## src/rtl/dacc_pkg.sv

```systemverilog
package dacc_pkg;

    // Operation codes seen at the op_code port
    typedef enum logic [4:0] {
        OP_NOP    = 5'd0,
        OP_ADDBC  = 5'd1,
        OP_SUBBB  = 5'd2,
        OP_ADDB   = 5'd3,
        OP_SUBB   = 5'd4,
        OP_ANDD   = 5'd5,
        OP_ORD    = 5'd6,
        OP_XORD   = 5'd7,
        OP_ANDB   = 5'd8,
        OP_ORB    = 5'd9,
        OP_XORB   = 5'd10,
        OP_SHL1   = 5'd11,
        OP_SHR1   = 5'd12,
        OP_ROL1   = 5'd13,
        OP_ROR1   = 5'd14,
        OP_SHL64  = 5'd15,
        OP_SHR64  = 5'd16,
        OP_ROL64  = 5'd17,
        OP_ROR64  = 5'd18,
        OP_BSR    = 5'd19,
        OP_KEEPGT = 5'd20,
        OP_KEEPLT = 5'd21,
        OP_XCHG   = 5'd22,
        OP_ABS    = 5'd23,
        OP_NEG    = 5'd24,
        OP_SAVEB  = 5'd25,
        OP_LDLO   = 5'd26,
        OP_LDHI   = 5'd27
    } dacc_op_e;

    // Shifter modes
    typedef enum logic [3:0] {
        SH_NONE,
        SH_L1,
        SH_R1,
        SH_RL1,
        SH_RR1,
        SH_L64,
        SH_R64,
        SH_RL64,
        SH_RR64,
        SH_BAR
    } dacc_shmode_e;

    // Adder-operand selection
    typedef enum logic [1:0] {
        AS_ADD,
        AS_ADDC,
        AS_SUB,
        AS_SUBC
    } dacc_asmode_e;

    // Reserved codes start here
    localparam logic [4:0] OP_FIRST_RSVD = 5'd28;

endpackage

```

## src/rtl/dacc_addsub.sv

```systemverilog
module dacc_addsub #(
    parameter int W = 32
) (
    input  logic [W-1:0]           a,
    input  logic [W-1:0]           b,
    input  logic                   cin,
    input  dacc_pkg::dacc_asmode_e mode,
    output logic [W-1:0]           sum,
    output logic                   cout
);
    import dacc_pkg::*;

    logic [W-1:0] b_eff;
    logic         c_eff;
    logic [W:0]   total;

    always_comb begin
        unique case (mode)
            AS_ADD:  begin b_eff = b;  c_eff = 1'b0; end
            AS_ADDC: begin b_eff = b;  c_eff = cin;  end
            AS_SUB:  begin b_eff = ~b; c_eff = 1'b1; end
            AS_SUBC: begin b_eff = ~b; c_eff = cin;  end
            default: begin b_eff = b;  c_eff = 1'b0; end
        endcase
        total = {1'b0, a} + {1'b0, b_eff} + {{W{1'b0}}, c_eff};
        sum   = total[W-1:0];
        cout  = total[W];
    end

endmodule

```

## src/rtl/dacc_cmp.sv

```systemverilog
module dacc_cmp #(
    parameter int W = 32
) (
    input  logic [W-1:0] a,
    input  logic [W-1:0] b,
    output logic         a_gt_b,
    output logic         a_lt_b,
    output logic [W-1:0] a_neg,
    output logic [W-1:0] a_abs
);

    always_comb begin
        a_gt_b = $signed(a) > $signed(b);
        a_lt_b = $signed(a) < $signed(b);
        a_neg  = (~a) + {{(W-1){1'b0}}, 1'b1};
        a_abs  = a[W-1] ? a_neg : a;
    end

endmodule

```

## src/rtl/dacc_shift.sv

```systemverilog
module dacc_shift #(
    parameter int W         = 32,
    parameter int SHAMT_W   = 5,
    parameter int MAX_SHIFT = 16
) (
    input  logic [W-1:0]           acc,
    input  logic [W-1:0]           accb,
    input  logic                   cin,
    input  logic                   sign_ext,
    input  logic [SHAMT_W-1:0]     amt,
    input  dacc_pkg::dacc_shmode_e mode,
    output logic [W-1:0]           acc_n,
    output logic [W-1:0]           accb_n,
    output logic                   cout
);
    import dacc_pkg::*;

    localparam logic [SHAMT_W-1:0] AMT_CAP = SHAMT_W'(MAX_SHIFT);

    logic [SHAMT_W-1:0] eff_amt;
    logic               bar_fill;
    logic [W-1:0]       stage [0:SHAMT_W];

    assign eff_amt  = (amt > AMT_CAP) ? AMT_CAP : amt;
    assign bar_fill = sign_ext & acc[W-1];
    assign stage[0] = acc;

    // Log-depth right shifter: stage k moves by 2**k
    for (genvar k = 0; k < SHAMT_W; k++) begin : g_bar
        localparam int STEP = 2 ** k;
        assign stage[k+1] = eff_amt[k] ? {{STEP{bar_fill}}, stage[k][W-1:STEP]}
                                       : stage[k];
    end

    always_comb begin
        acc_n  = acc;
        accb_n = accb;
        cout   = cin;
        unique case (mode)
            SH_NONE: ;
            SH_L1: begin
                cout  = acc[W-1];
                acc_n = {acc[W-2:0], 1'b0};
            end
            SH_R1: begin
                cout  = acc[0];
                acc_n = {sign_ext & acc[W-1], acc[W-1:1]};
            end
            SH_RL1: begin
                cout  = acc[W-1];
                acc_n = {acc[W-2:0], cin};
            end
            SH_RR1: begin
                cout  = acc[0];
                acc_n = {cin, acc[W-1:1]};
            end
            SH_L64: begin
                cout   = accb[W-1];
                accb_n = {accb[W-2:0], acc[W-1]};
                acc_n  = {acc[W-2:0], 1'b0};
            end
            SH_R64: begin
                cout   = acc[0];
                accb_n = {sign_ext & accb[W-1], accb[W-1:1]};
                acc_n  = {accb[0], acc[W-1:1]};
            end
            SH_RL64: begin
                cout   = accb[W-1];
                accb_n = {accb[W-2:0], acc[W-1]};
                acc_n  = {acc[W-2:0], cin};
            end
            SH_RR64: begin
                cout   = acc[0];
                accb_n = {cin, accb[W-1:1]};
                acc_n  = {accb[0], acc[W-1:1]};
            end
            SH_BAR: begin
                acc_n = stage[SHAMT_W];
            end
            default: ;
        endcase
    end

endmodule

```

## src/rtl/dacc_shift_alu.sv

```systemverilog
module dacc_shift_alu #(
    parameter int ACC_W     = 32,
    parameter int OPND_W    = ACC_W / 2,
    parameter int SHAMT_W   = 5,
    parameter int MAX_SHIFT = 16
) (
    input  logic               clk,
    input  logic               rst_n,
    input  logic               op_valid,
    input  logic [4:0]         op_code,
    input  logic [OPND_W-1:0]  operand,
    input  logic [SHAMT_W-1:0] shift_amt,
    input  logic               sign_ext,
    output logic [ACC_W-1:0]   acc_q,
    output logic [ACC_W-1:0]   accb_q,
    output logic               carry_q
);
    import dacc_pkg::*;

    localparam int UP_W = ACC_W - OPND_W;

    dacc_op_e     op;
    dacc_shmode_e sh_mode;
    dacc_asmode_e as_mode;

    logic [ACC_W-1:0] opnd_ext;
    logic [ACC_W-1:0] as_sum;
    logic             as_cout;
    logic [ACC_W-1:0] sh_acc, sh_accb;
    logic             sh_cout;
    logic             gt, lt;
    logic [ACC_W-1:0] neg_v, abs_v;

    logic [ACC_W-1:0] acc_d, accb_d;
    logic             carry_d;

    assign op       = dacc_op_e'(op_code);
    assign opnd_ext = {{UP_W{1'b0}}, operand};

    // Operation decode to unit modes
    always_comb begin
        sh_mode = SH_NONE;
        as_mode = AS_ADD;
        unique case (op)
            OP_ADDBC: as_mode = AS_ADDC;
            OP_SUBBB: as_mode = AS_SUBC;
            OP_SUBB:  as_mode = AS_SUB;
            OP_SHL1:  sh_mode = SH_L1;
            OP_SHR1:  sh_mode = SH_R1;
            OP_ROL1:  sh_mode = SH_RL1;
            OP_ROR1:  sh_mode = SH_RR1;
            OP_SHL64: sh_mode = SH_L64;
            OP_SHR64: sh_mode = SH_R64;
            OP_ROL64: sh_mode = SH_RL64;
            OP_ROR64: sh_mode = SH_RR64;
            OP_BSR:   sh_mode = SH_BAR;
            default:  ;
        endcase
    end

    dacc_addsub #(.W(ACC_W)) u_addsub (
        .a    (acc_q),
        .b    (accb_q),
        .cin  (carry_q),
        .mode (as_mode),
        .sum  (as_sum),
        .cout (as_cout)
    );

    dacc_shift #(.W(ACC_W), .SHAMT_W(SHAMT_W), .MAX_SHIFT(MAX_SHIFT)) u_shift (
        .acc      (acc_q),
        .accb     (accb_q),
        .cin      (carry_q),
        .sign_ext (sign_ext),
        .amt      (shift_amt),
        .mode     (sh_mode),
        .acc_n    (sh_acc),
        .accb_n   (sh_accb),
        .cout     (sh_cout)
    );

    dacc_cmp #(.W(ACC_W)) u_cmp (
        .a      (acc_q),
        .b      (accb_q),
        .a_gt_b (gt),
        .a_lt_b (lt),
        .a_neg  (neg_v),
        .a_abs  (abs_v)
    );

    // Next-state selection
    always_comb begin
        acc_d   = acc_q;
        accb_d  = accb_q;
        carry_d = carry_q;
        if (op_valid) begin
            unique case (op)
                OP_ADDBC, OP_SUBBB, OP_ADDB, OP_SUBB: begin
                    acc_d   = as_sum;
                    carry_d = as_cout;
                end
                OP_ANDD:  acc_d = acc_q & opnd_ext;
                OP_ORD:   acc_d = acc_q | opnd_ext;
                OP_XORD:  acc_d = acc_q ^ opnd_ext;
                OP_ANDB:  acc_d = acc_q & accb_q;
                OP_ORB:   acc_d = acc_q | accb_q;
                OP_XORB:  acc_d = acc_q ^ accb_q;
                OP_SHL1, OP_SHR1, OP_ROL1, OP_ROR1,
                OP_SHL64, OP_SHR64, OP_ROL64, OP_ROR64, OP_BSR: begin
                    acc_d   = sh_acc;
                    accb_d  = sh_accb;
                    carry_d = sh_cout;
                end
                OP_KEEPGT: if (gt) accb_d = acc_q;
                OP_KEEPLT: if (lt) accb_d = acc_q;
                OP_XCHG: begin
                    acc_d  = accb_q;
                    accb_d = acc_q;
                end
                OP_ABS: begin
                    acc_d   = abs_v;
                    carry_d = 1'b0;
                end
                OP_NEG:   acc_d  = neg_v;
                OP_SAVEB: accb_d = acc_q;
                OP_LDLO:  acc_d  = opnd_ext;
                OP_LDHI:  acc_d  = {operand, acc_q[OPND_W-1:0]};
                default:  ;
            endcase
        end
    end

    // State register
    always_ff @(posedge clk or negedge rst_n) begin
        if (!rst_n) begin
            acc_q   <= '0;
            accb_q  <= '0;
            carry_q <= 1'b0;
        end else begin
            acc_q   <= acc_d;
            accb_q  <= accb_d;
            carry_q <= carry_d;
        end
    end

endmodule

```

## config.mk

```make
export PLATFORM = sky130hd
export DESIGN_NAME = dacc_shift_alu
export DESIGN_NICKNAME = d
export VERILOG_FILES = /design/src/rtl/dacc_pkg.sv /design/src/rtl/dacc_addsub.sv /design/src/rtl/dacc_cmp.sv /design/src/rtl/dacc_shift.sv /design/src/rtl/dacc_shift_alu.sv
export SDC_FILE = /design/constraint.sdc
export NUM_CORES = 1
export LEC_CHECK = 0
export ABC_AREA = 0
export BUFFER_PORTS_ARGS = -buffer_cell sky130_fd_sc_hd__buf_2
export CORE_ASPECT_RATIO = 1.2
export CORE_MARGIN = 2
export CORE_UTILIZATION = 45
export DETAILED_ROUTE_END_ITERATION = 8
export PLACE_DENSITY = 0.63
export SYNTH_ARGS = -nofsm -noshare
export SYNTH_HDL_FRONTEND = slang
export SYNTH_SLANG_ARGS = --single-unit
```

## constraint.sdc

```tcl
create_clock -name clk -period 4.3 [get_ports clk]
set_input_delay 0.645 -clock clk [delete_from_list [all_inputs] [get_ports clk]]
set_output_delay 0.645 -clock clk [all_outputs]
set_load 0.02 [all_outputs]
```

After elaboration in Yosys (flattened, before gate mapping)
Cells that the tools add are included.
{"block": "op_classes", "n_addsub": 3, "n_bitwise": 11, "eq_ne": 46, "n_lt_le_gt_ge": 3, "n_mux": 19, "reduce_logical": 23}
{"op": "32-bit one-hot mux with 13 select lines", "count": 1}
{"op": "32-bit 2-to-1 mux", "count": 8}
{"op": "32-bit one-hot mux with 6 select lines", "count": 1}
{"op": "32-bit one-hot mux with 4 select lines", "count": 1}
{"op": "32-bit one-hot mux with 3 select lines", "count": 1}
{"op": "32-bit inverter", "count": 2}
{"op": "32-bit one-hot mux with 2 select lines", "count": 1}
{"op": "5-bit == test, second input constant", "count": 12}
{"op": "5-bit by 4-bit == test with 1-bit output, second input constant", "count": 8}
{"op": "4-bit one-hot mux with 9 select lines", "count": 1}
{"op": "32-bit by 32-bit adder with 33-bit output", "count": 1}
{"op": "33-bit by 1-bit adder with 33-bit output", "count": 1}
{"op": "32-bit by 1-bit adder with 32-bit output, second input constant", "count": 1}
{"op": "32-bit by 16-bit bitwise AND with 32-bit output", "count": 1}
{"op": "32-bit bitwise AND", "count": 1}
{"op": "32-bit greater-than comparator", "count": 1}
{"op": "32-bit < comparator", "count": 1}
{"op": "32-bit by 16-bit OR with 32-bit output", "count": 1}
{"op": "32-bit OR", "count": 1}
{"op": "32-bit by 16-bit XOR with 32-bit output", "count": 1}
{"op": "32-bit XOR", "count": 1}
{"op": "5-bit by 3-bit == test with 1-bit output, second input constant", "count": 4}
{"op": "2-bit OR reduction", "count": 9}
{"op": "4-bit by 3-bit == test with 1-bit output, second input constant", "count": 4}
{"op": "29 further kinds", "count": 41}
{"block": "totals", "inputBits": 30, "output_inout_bits": 65, "reg_bits": 65}

Logic depth before layout (Yosys ltp)
{"block": "depth", "ltp_word": 9, "mapped_depth": 17, "depth_no_buf": 15}

By module
From an unflattened synthesis, not the netlist that was laid out.
{"block": "unflattened", "cells_unflattened": 1981, "area_unflattened_um2": 15338.5}
{"module": "dacc_shift_alu", "area_each_um2": 7279.5, "n_inst": 1, "cells_each": 799, "seq_area_each_um2": 1626.6}
{"module": "dacc_shift", "area_each_um2": 4345.4, "n_inst": 1, "cells_each": 667, "seq_area_each_um2": 0.0}
{"module": "dacc_addsub", "area_each_um2": 1889.3, "n_inst": 1, "cells_each": 252, "seq_area_each_um2": 0.0}
{"module": "dacc_cmp", "area_each_um2": 1824.2, "n_inst": 1, "cells_each": 263, "seq_area_each_um2": 0.0}

Worst setup path after synthesis
Ideal clock, no wire load.
{"block": "synth_timing", "kind": "input-to-reg", "start": "input port op_code[1]", "end": "register acc_q[30]", "setup_ns": 0.134, "required_ns": 4.166, "path_slack_ns": -1.066, "arrival_time_ns": 5.232, "stages": 17, "path_buffers": 4, "cell_sequence": "clkbuf_1 -> buf_1 -> clkbuf_1 -> xor2_1 -> nand3_1 -> buf_1 -> xnor2_1 -> fa_1 -> fa_1 -> a21o_1 -> a221oi_1 -> a2111oi_0 -> nor4_1 -> nor3_1 -> o41a_1 -> o2111ai_1 -> o211ai_1"}
{"block": "synth_via", "elab_chain_cells": 8, "elab_cells_between_ends": 57, "cone_classes": "add/sub (2); eq/ne (38); mux (6); reduce/logical (11)"}
{"element": "start: declaration", "line_no": "dacc_shift_alu.sv:10", "rtl": "input logic [4:0] op_code,"}
{"element": "5-bit by 3-bit == test with 1-bit output (tied with other cells)", "line_no": "dacc_shift_alu.sv:44, dacc_shift_alu.sv:97"}
{"element": "2-bit one-hot mux with 3 select lines", "line_no": "dacc_shift_alu.sv:44", "rtl": "unique case (op)"}
{"element": "2-bit == test (tied with other cells)", "line_no": "dacc_addsub.sv:18", "rtl": "unique case (mode)"}
{"element": "2-bit OR reduction (no line)"}
{"element": "32-bit one-hot mux with 2 select lines", "line_no": "dacc_addsub.sv:18"}
{"element": "32-bit by 32-bit adder with 33-bit output", "line_no": "dacc_addsub.sv:25", "rtl": "total = {1'b0, a} + {1'b0, b_eff} + {{W{1'b0}}, c_eff};"}
{"element": "33-bit by 1-bit adder with 33-bit output", "line_no": "dacc_addsub.sv:25"}
{"element": "32-bit one-hot mux with 13 select lines", "line_no": "dacc_shift_alu.sv:97", "rtl": "unique case (op)"}
{"element": "end signal: assignment", "line_no": "dacc_shift_alu.sv:136", "rtl": "acc_q <= '0;"}
{"element": "end signal: assignment", "line_no": "dacc_shift_alu.sv:140", "rtl": "acc_q <= acc_d;"}
{"element": "end: declaration", "line_no": "dacc_shift_alu.sv:14", "rtl": "output logic [ACC_W-1:0] acc_q,"}
Several ways; a longest one is shown, not always the timed one.
A chain may end at the register's enable or synchronous reset.

Worst setup path after layout
{"block": "layout_timing", "start": "register accb_q[30]", "end": "register accb_q[2]"}
{"block": "layout_via", "elab_chain_cells": 3, "elab_cells_between_ends": 5, "cone_classes": "order compare (2); eq/ne (2); reduce/logical (1)"}
{"element": "start: declaration", "line_no": "dacc_shift_alu.sv:15", "rtl": "output logic [ACC_W-1:0] accb_q,"}
{"element": "start signal: assignment", "line_no": "dacc_shift_alu.sv:137", "rtl": "accb_q <= '0;"}
{"element": "start signal: assignment", "line_no": "dacc_shift_alu.sv:141", "rtl": "accb_q <= accb_d;"}
{"element": "32-bit < comparator or 32-bit greater-than comparator (tied branches)", "line_no": "dacc_cmp.sv:14, dacc_cmp.sv:13"}
{"element": "2-bit inequality test (no line)"}
{"element": "5-bit AND reduction (no line) *"}
Every way passes the cells marked *; elsewhere a longest branch is shown, timed or not.

==> out/metrics.yaml <==
cells_and_area:
  final_area_mm2: 0.0136
  seqCellArea_mm2: 0.00163
  final_util: 0.518
  area_delta_synth_final_pct: 13.4
  drive_above_1_share: 0.168
  fillers: 2582
  multi_input_area_mm2: 0.00954
  num-nets-final: 1810
route:
  ant_nets: 0
  drc: 0
  num_vias: 13000
  drt_iter0_markers: 1525
  routed_wl_mm: 48.9
  via_per_inst: 6.62
  avgRoutedWirePerCell_um: 25.0
  dr.pass1.iters: 6
logic_synthesis:
  synth_ff_type: "dfrtp_1"
  synth_warnings: 0
  avgSynthCellArea_um2: 7.78
  async_flop_share: 1.00
  synth_cell_types: 76
  syn_area_mm2: 0.0120
  seq_area_frac_synth: 0.136
  syn-num-nets: 1731
  synth_edf_count: 0
  ys_ff_latch: 65
  synth_cells: 1538
timing:
  setup_tns_ns: 0
  setup_viol: 0
  rsz0062_at_grt: "false"
  finalCritPeriodShare: 0.918
  min_period_ns: 3.95
  clock_skew_ns: 0.00880
  fmax_mhz: 253
  hold_violations: 0
  finalMaxSlewViolations: 0
  relSlewSlack: 0.0356
  hold_ws_ns: 0.291
  worstMarginPinSlew_ns: 1.45
setup_path:
  r2r_cells: 11
  critPathLaunchType: "flop"
  r2r_setup_slack_ns: 0.35
  critical_path_arrival_ns: 4.24
  critPathKind: "flop to flop"
  timing.rr.start: "accb_q[30]"
  required_ns: 4.59
  endpoint_kind: "flop"
  cp_max_fo: 14
  r2r-end: "accb_q[2]"
grt:
  gr-usage-met3: 0.0482
  busiest_layer: "met2"
  antenna_found_initial: 0
  grtUsageMet1: 0.452
  grt_max_degree: 40
  grt_usage: 0.343
  grt_pass1_wl_mm: 74.9
  grt_pass1_vias: 12300
  use_met2: 0.534
  overflow: 0
min_path:
  min_path_type: "input port to asynchronous set/reset pin"
clock_tree:
  post_cts_resized: 0
  cts_tree: "yes"
  cts.sinks: 65
  clk_latency_ns: 0.37
  clk_path_buf_depth: 2
  cts-root-buf: "clkbuf_16"
  cts_buffers: 9
  htree_levels: 3
  hold_buffers: 0
  path_clk_slew_ns: 0.06
  post-cts-setup-buffers: 0
floorplan:
  start_util: 0.457
  dieArea_mm2: 0.0279
  coreArea_mm2: 0.0262
  rows: 65
  pin_count: 95
  die_x_um: 153
  die_h_um: 183
power:
  clockPowerShare: 0.081
  comb_power_share: 0.776
  intPower_mw: 4.63
  netSwitchingFraction: 0.553
  leakage_nw: 6.14
  p_seq_frac: 0.143
  power_density_mw_per_mm2: 764
  max-vdd-ir-drop_v: 0.000427
  p_switching_mw: 5.72
outcome:
  status: "finished clean"
job:
  drv_cap: 0
placement:
  gp_congestion: 1.07
  io_buffers: 94
  dpl_cell_area_mm2: 0.0132
  dp_hpwl_mm: 36.3
==> Yosys cell counts, types with 4 or more instances <==
cell	count	area, um^2
clkbuf_1	98	368
a221oi_1	43	377
a32o_1	4	40.0
or3_1	8	50.1
o311ai_0	4	35.0
dfrtp_1	65	1630
a211oi_1	7	52.6
buf_2	7	35.0
o21a_1	16	120
o21ai_0	78	390
or4_1	8	60.1
mux2_2	10	113
o22a_1	5	43.8
o21bai_1	5	37.5
o2111ai_1	21	184
a22oi_1	46	345
o211ai_1	28	210
nor2b_1	9	56.3
nand4_1	6	37.5
nor2_1	145	544
nand2_1	89	334
o221ai_1	4	35.0
xnor2_1	64	561
a2111oi_0	5	43.8
a31oi_1	12	75.1
nor4_1	17	106
nand3_1	26	130
ha_1	161	2010
mux4_2	26	586
buf_1	16	60.1
nand2b_1	13	81.3
nor3b_1	6	45.0
a222oi_1	13	130
nor3_1	37	185
a21oi_1	148	741
o22ai_1	17	106
a21o_1	11	82.6
a221o_1	5	50.1
mux2i_1	79	791
inv_1	103	387
a32oi_1	4	35.0
xor2_1	13	114
==> power by group through the flow <==
| stage | Sequential [mW] | Combinational (mW) | Clock, mW |
|---|---|---|---|
| 6_report | 1.48 | 8.04 | 0.840 |
| 5_1_grt | 1.53 | 8.78 | 0.868 |
| 4_1_cts | 1.46 | 7.90 | 0.851 |
| 3_5_place_dp | 1.47 | 7.85 | 0 |
| 3_3_place_gp | 1.46 | 7.76 | 0 |
| 2_1_floorplan | 1.78 | 5.12 | 0 |
==> layer usage <==
| metal | routed length, um | up-vias |
|---|---|---|
| met5 | 0 | - |
| met4 | 3000 | 0 |
| met3 | 3900 | 135 |
| met2 | 21700 | 648 |
| met1 | 20300 | 6287 |
| li1 | - | 5892 |
==> flip-flops by register name, summed over array words and instances, names as in the netlist <==
signal   count
acc_q       32
accb_q      32
carry_q      1
==> worst max path at each step <==
| stage | startpoint | end | slack [ns] | cells past startpoint |
|---|---|---|---|---|
| after floorplan | op_code[1] | acc_q[30] | 0.003 | 17 |
| after global placement | op_code[2] | acc_q[29] | 0.16 | 15 |
| after detailed placement | op_code[2] | acc_q[29] | 0.10 | 15 |
| after CTS | accb_q[30] | accb_q[8] | 0.41 | 11 |
| after global routing | op_code[2] | acc_q[29] | 0.14 | 15 |
| final | accb_q[30] | accb_q[2] | 0.35 | 11 |
==> critical path, cell delays in order (launching register included) <==
cell and delay [ns]:
dfrtp_1 0.47, inv_1 0.15, ha_1 0.35, or4_1 0.52, or3_4 0.42, nor3_2 0.34
o211ai_1 0.27, o31a_1 0.21, a21o_1 0.20, a211oi_4 0.31, buf_4 0.36, mux2i_1 0.25
==> final cells by class <==
cell class / count / area share
Multi-Input combinational cell: 1246 / 0.703
Tap cell: 335 / 0.0309
Clock inverter: 2 / 0.00258
Antenna cell: 1 / 0.000185
Clock buffer: 13 / 0.0207
Inverter: 103 / 0.0285
Sequential cell: 65 / 0.120
Timing Repair Buffer: 192 / 0.0937
==> logic make-up (layout without fill, tap and decap cells) <==
kind of cell               count (synthesis)  count (layout)  synth area share
AOI/OAI and AO/OA                        503             503             0.283
DFF                                       65              65             0.136
and+or+nand+nor                          387             387             0.152
buffers and inverters                    227             310            0.0748
other                                      0               1                 0
xor gates and xnor gates                  77              77            0.0564
muxes                                    116             116             0.126
adders and majority gates                163             163             0.172
==> cells in the final DEF (no fill, tap or decap), drive strengths merged, types with 28 or more instances in the layout <==
| cell | netlist | routed |
|---|---|---|
| o21ai | 79 | 79 |
| mux2i | 79 | 79 |
| nor3 | 38 | 38 |
| a22oi | 46 | 46 |
| nand2 | 89 | 89 |
| o211ai | 28 | 28 |
| buf | 26 | 192 |
| ha | 161 | 161 |
| a21oi | 148 | 148 |
| xnor2 | 64 | 64 |
| a221oi | 43 | 43 |
| dfrtp | 65 | 65 |
| inv | 103 | 103 |
| nor2 | 145 | 145 |
==> per-stage QoR <==
step	setup WS [ns]	total power, mW	std cells
floorplan	0.00256	6.91	1538
global placement	0.156	9.22	1941
detailed placement	0.105	9.32	1941
CTS	0.412	10.2	1956
global route	0.138	11.2	1956
finish	0.352	10.4	1957
Power figures use the tool's default switching activity.
